[src/rtl/chstrip_pkg.sv]
package chstrip_pkg;

    typedef logic [7:0] byte_t;

    typedef struct packed {
        byte_t attr;
        byte_t bmp;
    } cell_t;

    typedef enum logic {
        SIDE_0 = 1'b0,
        SIDE_1 = 1'b1
    } side_e;

    typedef struct packed {
        logic  attr_we;
        logic  bmp_we;
        byte_t attr;
        byte_t bmp;
    } lane_wr_t;

    function automatic bit cols_legal(int n);
        return (n == 4) || (n == 8) || (n == 16);
    endfunction

    function automatic side_e opposite(side_e s);
        return (s == SIDE_0) ? SIDE_1 : SIDE_0;
    endfunction

endpackage

[src/rtl/strip_role_ctl.sv]
module strip_role_ctl
    import chstrip_pkg::*;
(
    input  logic  clk,
    input  logic  rst,
    input  logic  strip_done,
    output side_e disp_side,
    output logic  swap_pulse
);

    always_ff @(posedge clk) begin
        if (rst) begin
            disp_side  <= SIDE_0;
            swap_pulse <= 1'b0;
        end else begin
            swap_pulse <= strip_done;
            if (strip_done) begin
                disp_side <= opposite(disp_side);
            end
        end
    end

endmodule

[src/rtl/strip_bank.sv]
module strip_bank
    import chstrip_pkg::*;
#(
    parameter int COLS = 8,
    localparam int CW = $clog2(COLS)
) (
    input  logic          clk,
    input  logic          rst,
    input  logic          sel_fill,
    input  lane_wr_t      wr,
    input  logic [CW-1:0] wr_col,
    input  logic [CW-1:0] pair_col,
    output cell_t         pair_out,
    input  logic [CW-1:0] attr_col,
    output byte_t         attr_out
);

    cell_t cells [COLS];

    for (genvar c = 0; c < COLS; c++) begin : g_col
        logic hit;
        assign hit = sel_fill && (wr_col == CW'(c));

        always_ff @(posedge clk) begin
            if (rst) begin
                cells[c] <= '0;
            end else begin
                if (hit && wr.attr_we) begin
                    cells[c].attr <= wr.attr;
                end
                if (hit && wr.bmp_we) begin
                    cells[c].bmp <= wr.bmp;
                end
            end
        end
    end

    always_comb begin
        pair_out = cells[pair_col];
        attr_out = cells[attr_col].attr;
    end

endmodule

[src/rtl/chstrip_pingpong.sv]
module chstrip_pingpong
    import chstrip_pkg::*;
#(
    parameter int COLS = 8,
    localparam int CW = $clog2(COLS)
) (
    input  logic          clk,
    input  logic          rst,
    input  logic          strip_done,
    input  logic          wr_attr_en,
    input  logic          wr_bmp_en,
    input  logic [CW-1:0] wr_col,
    input  logic [7:0]    wr_attr,
    input  logic [7:0]    wr_bmp,
    input  logic [CW-1:0] fill_rd_col,
    output logic [7:0]    fill_rd_attr,
    input  logic [CW-1:0] disp_rd_col,
    output logic [15:0]   disp_rd_pair,
    output logic          disp_sel,
    output logic          swap_req
);

    localparam int NBANK = 2;

    side_e    disp_side;
    side_e    fill_side;
    lane_wr_t lane;
    cell_t    pair_rd [NBANK];
    byte_t    attr_rd [NBANK];

    strip_role_ctl u_role (
        .clk        (clk),
        .rst        (rst),
        .strip_done (strip_done),
        .disp_side  (disp_side),
        .swap_pulse (swap_req)
    );

    assign fill_side = opposite(disp_side);

    always_comb begin
        lane.attr_we = wr_attr_en;
        lane.bmp_we  = wr_bmp_en;
        lane.attr    = wr_attr;
        lane.bmp     = wr_bmp;
    end

    for (genvar b = 0; b < NBANK; b++) begin : g_bank
        strip_bank #(.COLS(COLS)) u_bank (
            .clk      (clk),
            .rst      (rst),
            .sel_fill (fill_side == side_e'(b)),
            .wr       (lane),
            .wr_col   (wr_col),
            .pair_col (disp_rd_col),
            .pair_out (pair_rd[b]),
            .attr_col (fill_rd_col),
            .attr_out (attr_rd[b])
        );
    end

    always_comb begin
        disp_rd_pair = pair_rd[disp_side];
        fill_rd_attr = attr_rd[fill_side];
        disp_sel     = disp_side;
    end

endmodule

[config.mk]
export PLATFORM = sky130hd
export DESIGN_NAME = chstrip_pingpong
export DESIGN_NICKNAME = d
export VERILOG_FILES = /design/src/rtl/chstrip_pkg.sv /design/src/rtl/strip_role_ctl.sv /design/src/rtl/strip_bank.sv /design/src/rtl/chstrip_pingpong.sv
export SDC_FILE = /design/constraint.sdc
export NUM_CORES = 1
export LEC_CHECK = 0
export ABC_AREA = 1
export BUFFER_PORTS_ARGS = -buffer_cell sky130_fd_sc_hd__buf_2
export CAP_MARGIN = 20
export CORE_ASPECT_RATIO = 1.25
export CORE_MARGIN = 2
export CORE_UTILIZATION = 50
export CTS_BUF_LIST = sky130_fd_sc_hd__clkbuf_8
export DETAILED_ROUTE_END_ITERATION = 10
export PLACE_DENSITY = 0.71
export SLEW_MARGIN = 30
export SYNTH_ARGS = -nofsm -noshare
export SYNTH_HDL_FRONTEND = slang
export SYNTH_SLANG_ARGS = --single-unit
[constraint.sdc]
create_clock -name clk -period 1.8 [get_ports clk]
set_clock_uncertainty 0.2 [all_clocks]
set_input_delay 0.09 -clock clk [delete_from_list [all_inputs] [get_ports clk]]
set_output_delay 0.09 -clock clk [all_outputs]
set_load 0.02 [all_outputs]
== Word level (Yosys, flattened, before mapping) ==
Memory sizes are Yosys's and may differ from the RTL's.
Index checks and enable logic that the tools add are counted.
Storage, ports and cells
  bits in registers: 2
  latch bits: 0
  memory bits (writable): 256
  memory bits (read-only): 0
  bits of input ports: 30
  output and inout port bits: 26
  word-level logic and storage cells: 233
  memories kept: 2
Memories
  g_bank[0].u_bank.cells: words 8, bits a word 16, rd ports 2, clocked after memory_dff 0, wr ports 8, line strip_bank.sv:18  | cell_t cells [COLS];
  g_bank[1].u_bank.cells: words 8, bits a word 16, rd ports 2, clocked after memory_dff 0, wr ports 8, line strip_bank.sv:18
Operators by class
  $add $sub $neg: 0
  $mul: 0
  div/mod/pow operators: 0
  $lt $le $gt $ge: 2
  equality and inequality tests: 7
  shift operators: 0
  muxes and demuxes: 137
  bitwise operators: 34
  reductions and logical operators: 49
Operator list (number)
  $mux W8: 35
  $mux W1: 99
  $logic_and A1 B1 Y1: 48
  $mux W16: 3
  $or A1 B1 Y1: 32
  $eq A3 B3 Y1 const B: 4
  $eq A3 B2 Y1 const B: 2
  $ge A2 B2 Y1 const B: 2
  $not A1 Y2: 2
  $eq A3 B1 Y1 const B: 1
  $logic_not A3 Y1: 1

== Longest topological paths before layout ==
  word-level depth: 7
  depth in mapped cells: 9
  depth with buffers taken out: 7

== By module ==
A second synthesis with hierarchy kept.
Second synthesis, totals
  cells, all modules: 1929
  area, all modules: 15018.2 um^2
By module, submodules not included
  strip_bank (g_bank[1].u_bank): times used 1, cells an instance 921, area an instance 7297.0 um^2
  strip_bank (g_bank[0].u_bank): times used 1, cells an instance 921, area an instance 7294.5 um^2
  chstrip_pingpong: times used 1, cells an instance 78, area an instance 359.1 um^2
  strip_role_ctl: times used 1, cells an instance 9, area an instance 67.6 um^2

== Worst setup path after synthesis ==
No wires, ideal clock.
  kind: reg-to-reg
  start point: register u_role.disp_side
  end point: memory g_bank[1].u_bank.cells[0][0] (netlist bit), enable pin
  setup time: 0.384 ns
  data arrival time: 1.504 ns
  slack: -0.288 ns
  cell stages (with the launch flop): 5
  cells stage by stage: dfxtp_1 > buf_2 > inv_2 > nand3_1 > o21ai_0
RTL lines
  start: declaration: line strip_role_ctl.sv:7  | output side_e disp_side,
  start signal: assignment: line strip_role_ctl.sv:18  | disp_side <= opposite(disp_side);
  end: declaration: line strip_bank.sv:18

==> impl_metrics.json <==
{
  "outcome": "complete, but fails checks",
  "failed_checks": "negative setup slack",
  "grt_util_met2_pct": 49.6,
  "vias_per_cell": 5.60,
  "dp_hpwl_um": 27300,
  "grt_overflow": 0,
  "die_w_um": 154,
  "fmax_mhz": 524,
  "grt_max_degree": 75,
  "power.net_switching_mw": 4.01,
  "h-tree-depth": 2,
  "ys_ff_latch": 258,
  "synth_cells": 1752,
  "clk_path_buf_depth": 3,
  "antenna_cells": 0,
  "remaining_drc_errors": 0,
  "clk_pin_slew_ns": 0.06,
  "dp_cells": 2125,
  "path_cells": "inv_2 -> nand2_1 -> nand3_1 -> nand3_2 -> nand3_2 -> nand2_4 -> buf_6",
  "synth_compound_area_share_pct": 0.356,
  "die_h_um": 191,
  "floorplan.initialDensity_pct": 50.8,
  "gp_congestion": 0.868,
  "syn_area_um2": 14000,
  "pwr-share-seq_pct": 47.7,
  "slew_headroom_pct": 58.8,
  "synth_top_area_share_pct": 54.7,
  "grt_use_total_pct": 28.6,
  "fin_cells": 2231,
  "vdd_drop_max_mv": 0.756,
  "cts_root_buf": "clkbuf_8",
  "timing.rr.end": "g_bank[0].u_bank.cells[4][15]$_SDFFCE_PN0P_",
  "tritoncts": "built",
  "drt_iter0_drc": 1358,
  "pwr-share-clk_pct": 35.5,
  "wl_per_cell_um": 19.2,
  "synthXorXnorAreaFrac_pct": 0,
  "cpMostUsedCell": "nand3_2",
  "wl_um": 42800,
  "power_density_nw_per_um2": 828,
  "yosys.area_share.simple_pct": 34.6,
  "core-area_um2": 27700,
  "cp-end-kind": "output pin",
  "syn_to_final_growth_pct": 24.8,
  "firstDrtPassIters": 6,
  "tns_ns": -1.55,
  "place_ws_ns": -0.0138,
  "startpoint_type": "flop",
  "final_max_slew_viol_count": 0,
  "vias": 12500,
  "pwr-share-comb_pct": 16.8,
  "crit_required_ns": 1.51,
  "pin_count": 56,
  "worstRegToRegCells": 5,
  "synth_top_family_by_area": "simple AND/OR/NAND/NOR gates",
  "critPathKind": "reg -> out",
  "synthesis.nets": 1782,
  "endpoint": "fill_rd_attr[7]",
  "synth_area_leaders": "edfxtp_1 (55%), nand2_1 (13%), nand3_1 (12%), nor2_1 (7.2%), inv_1 (6.7%)",
  "switching_share_pct": 27.6,
  "ant_nets": 0,
  "place.port_buffers": 55,
  "rsz0062_at_grt": "true",
  "antenna_found_initial": 0,
  "max_stage_delay_ns": 0.38,
  "worst_slack_ns": -0.110,
  "use_met1_pct": 34.0,
  "whs_ns": 0.0370,
  "hold_viol_final": 0,
  "grt_use_met3_pct": 4.22,
  "rrSetupSlack_ns": 0.02,
  "clock_latency_ns": 0.55,
  "crit_slowest_cell": "edfxtp_1",
  "crit_start": "g_bank[0].u_bank.cells[1][15]$_SDFFCE_PN0P_",
  "arrival_ns": 1.62,
  "synth_fa_ha_area_share_pct": 0,
  "grt_pass1_vias": 12000,
  "cp_max_fo": 2,
  "cap_violations": 0,
  "cts_buffers": 42,
  "fin_crit_ns": 1.91,
  "grt.busiest_layer": "met2",
  "hold_path.class": "in -> reg",
  "nets": 1881,
  "finalSetupViolations": 24,
  "worstMarginPinSlew_ns": 0.617,
  "finalCritPeriodShare_pct": 106,
  "grt_pass1_wl_um": 64200,
  "utilization_pct": 63.4,
  "r2r-start": "u_role.disp_side$_SDFFE_PP0P_",
  "ys_seq_area_share_pct": 55.0,
  "ys.warnings.count": 0,
  "ys_types": 18,
  "internal_power_mw": 10.5,
  "synth_mux_area_share_pct": 0,
  "synth_top_cell_by_area": "edfxtp_1",
  "cts_num_sinks": 258,
  "fp.dieArea_um2": 29400,
  "num_rows": 68,
  "postSynthAreaPerCell_um2": 8.01,
  "drive_above_1_share_pct": 25.6,
  "fillCellCount": 2268,
  "p_leak_nw": 7.94
}
critical path: cells and delay by family (launching register included):
| kind | cells | cell delay [ns] |
|---|---|---|
| DFF | 1 | 0.38 |
| buffers and inverters | 2 | 0.20 |
| and+or+nand+nor | 5 | 0.50 |
synth_stat cells, drive strengths merged:
cell type    n
a21oi        1
buf         46
clkbuf      64
dfxtp        2
edfxtp     256
inv        254
nand2      480
nand3      350
nand4       16
nor2       270
nor3         4
o21ai        9
cell usage in the layout (no fill, tap or decap), types with 2 or more instances in the layout:
master	n
nand2_1	431
nor2_1	267
edfxtp_1	256
inv_1	205
nand3_1	192
nand3_2	154
buf_4	62
inv_2	58
nand2_2	48
clkbuf_8	43
buf_2	29
buf_6	24
buf_12	23
dlygate4sd3_1	21
o21ai_1	8
nand4_1	8
nand4_4	8
clkinv_1	8
clkinv_2	6
nand3_4	4
nor3_4	4
bufinv_16	4
inv_8	2
nor2_2	2
clkinvlp_4	2
buf_16	2
buf_8	2
power groups by stage:
stage | combinational [mW] | clock, mW | sequential [mW]
global route | 2.58 | 5.43 | 6.94
detailed placement | 1.93 | 0 | 7.04
floorplan | 1.20 | 0 | 7.01
finish | 2.43 | 5.15 | 6.93
global placement | 1.90 | 0 | 7.03
CTS | 2.23 | 5.21 | 6.92
sequential cells by signal, summed over array words and instances, names as in the netlist:
signal,count
u_role.swap_pulse,1
u_role.disp_side,1
g_bank.u_bank.cells,256
how the worst min path moves through the flow:
| stage | slack [ns] | endpoint | cells after the start | start |
|---|---|---|---|---|
| final | 0.04 | g_bank[0].u_bank.cells[2][5]$_SDFFCE_PN0P_ | 4 | wr_col[0] |
| after floorplan | -0.04 | u_role.swap_pulse$_SDFF_PP0_ | 1 | rst |
| after detailed placement | 0.09 | u_role.swap_pulse$_SDFF_PP0_ | 2 | rst |
| after global placement | 0.08 | u_role.swap_pulse$_SDFF_PP0_ | 2 | rst |
| after global routing | 0.05 | g_bank[1].u_bank.cells[2][3]$_SDFFCE_PN0P_ | 5 | wr_col[0] |
| after CTS | 0.009 | g_bank[1].u_bank.cells[2][5]$_SDFFCE_PN0P_ | 5 | wr_col[0] |
timing repair:
action / 4_1_cts / 5_1_grt
setup endpoints to repair: 24 / 145
setup buffers: 6 / 2
hold buffers: 21 / 0
hold endpoints to repair: 274 / 0
gates cloned: 2 / 1
pin swaps: 43 / 52
resized for setup: 170 / 145
layout make-up:
type	instances	area, µm²	share of cell area [%]
clock buffers	43	592	3.38
clock inverters	31	243	1.39
inverters	254	962	5.49
multi-input cells	1130	5860	33.5
flip-flops and latches	258	7730	44.1
well taps	350	438	2.50
repair buffers	165	1690	9.67
metrics by stage:
step	power (mW)	instance area, µm²
after global placement	8.93	15200
final	14.5	17500
after global routing	15.0	17500
after detailed placement	8.97	15200
after floorplan	8.21	14100
after CTS	14.4	17000
metal layers:
| metal | share of wire [%] | vias to the layer above |
|---|---|---|
| met2 | 50 | 697 |
| met1 | 37 | 5863 |
| met4 | 5.3 | 0 |
| met5 | 0 | - |
| met3 | 7.6 | 141 |
| li1 | - | 5799 |
logic make-up (layout without fill, tap and decap cells):
logic type / count (synthesis) / after routing
compound gates: 10 / 10
flops: 258 / 258
simple gates: 1120 / 1120
buf+inv: 364 / 493
Power figures use the tool's default switching activity.
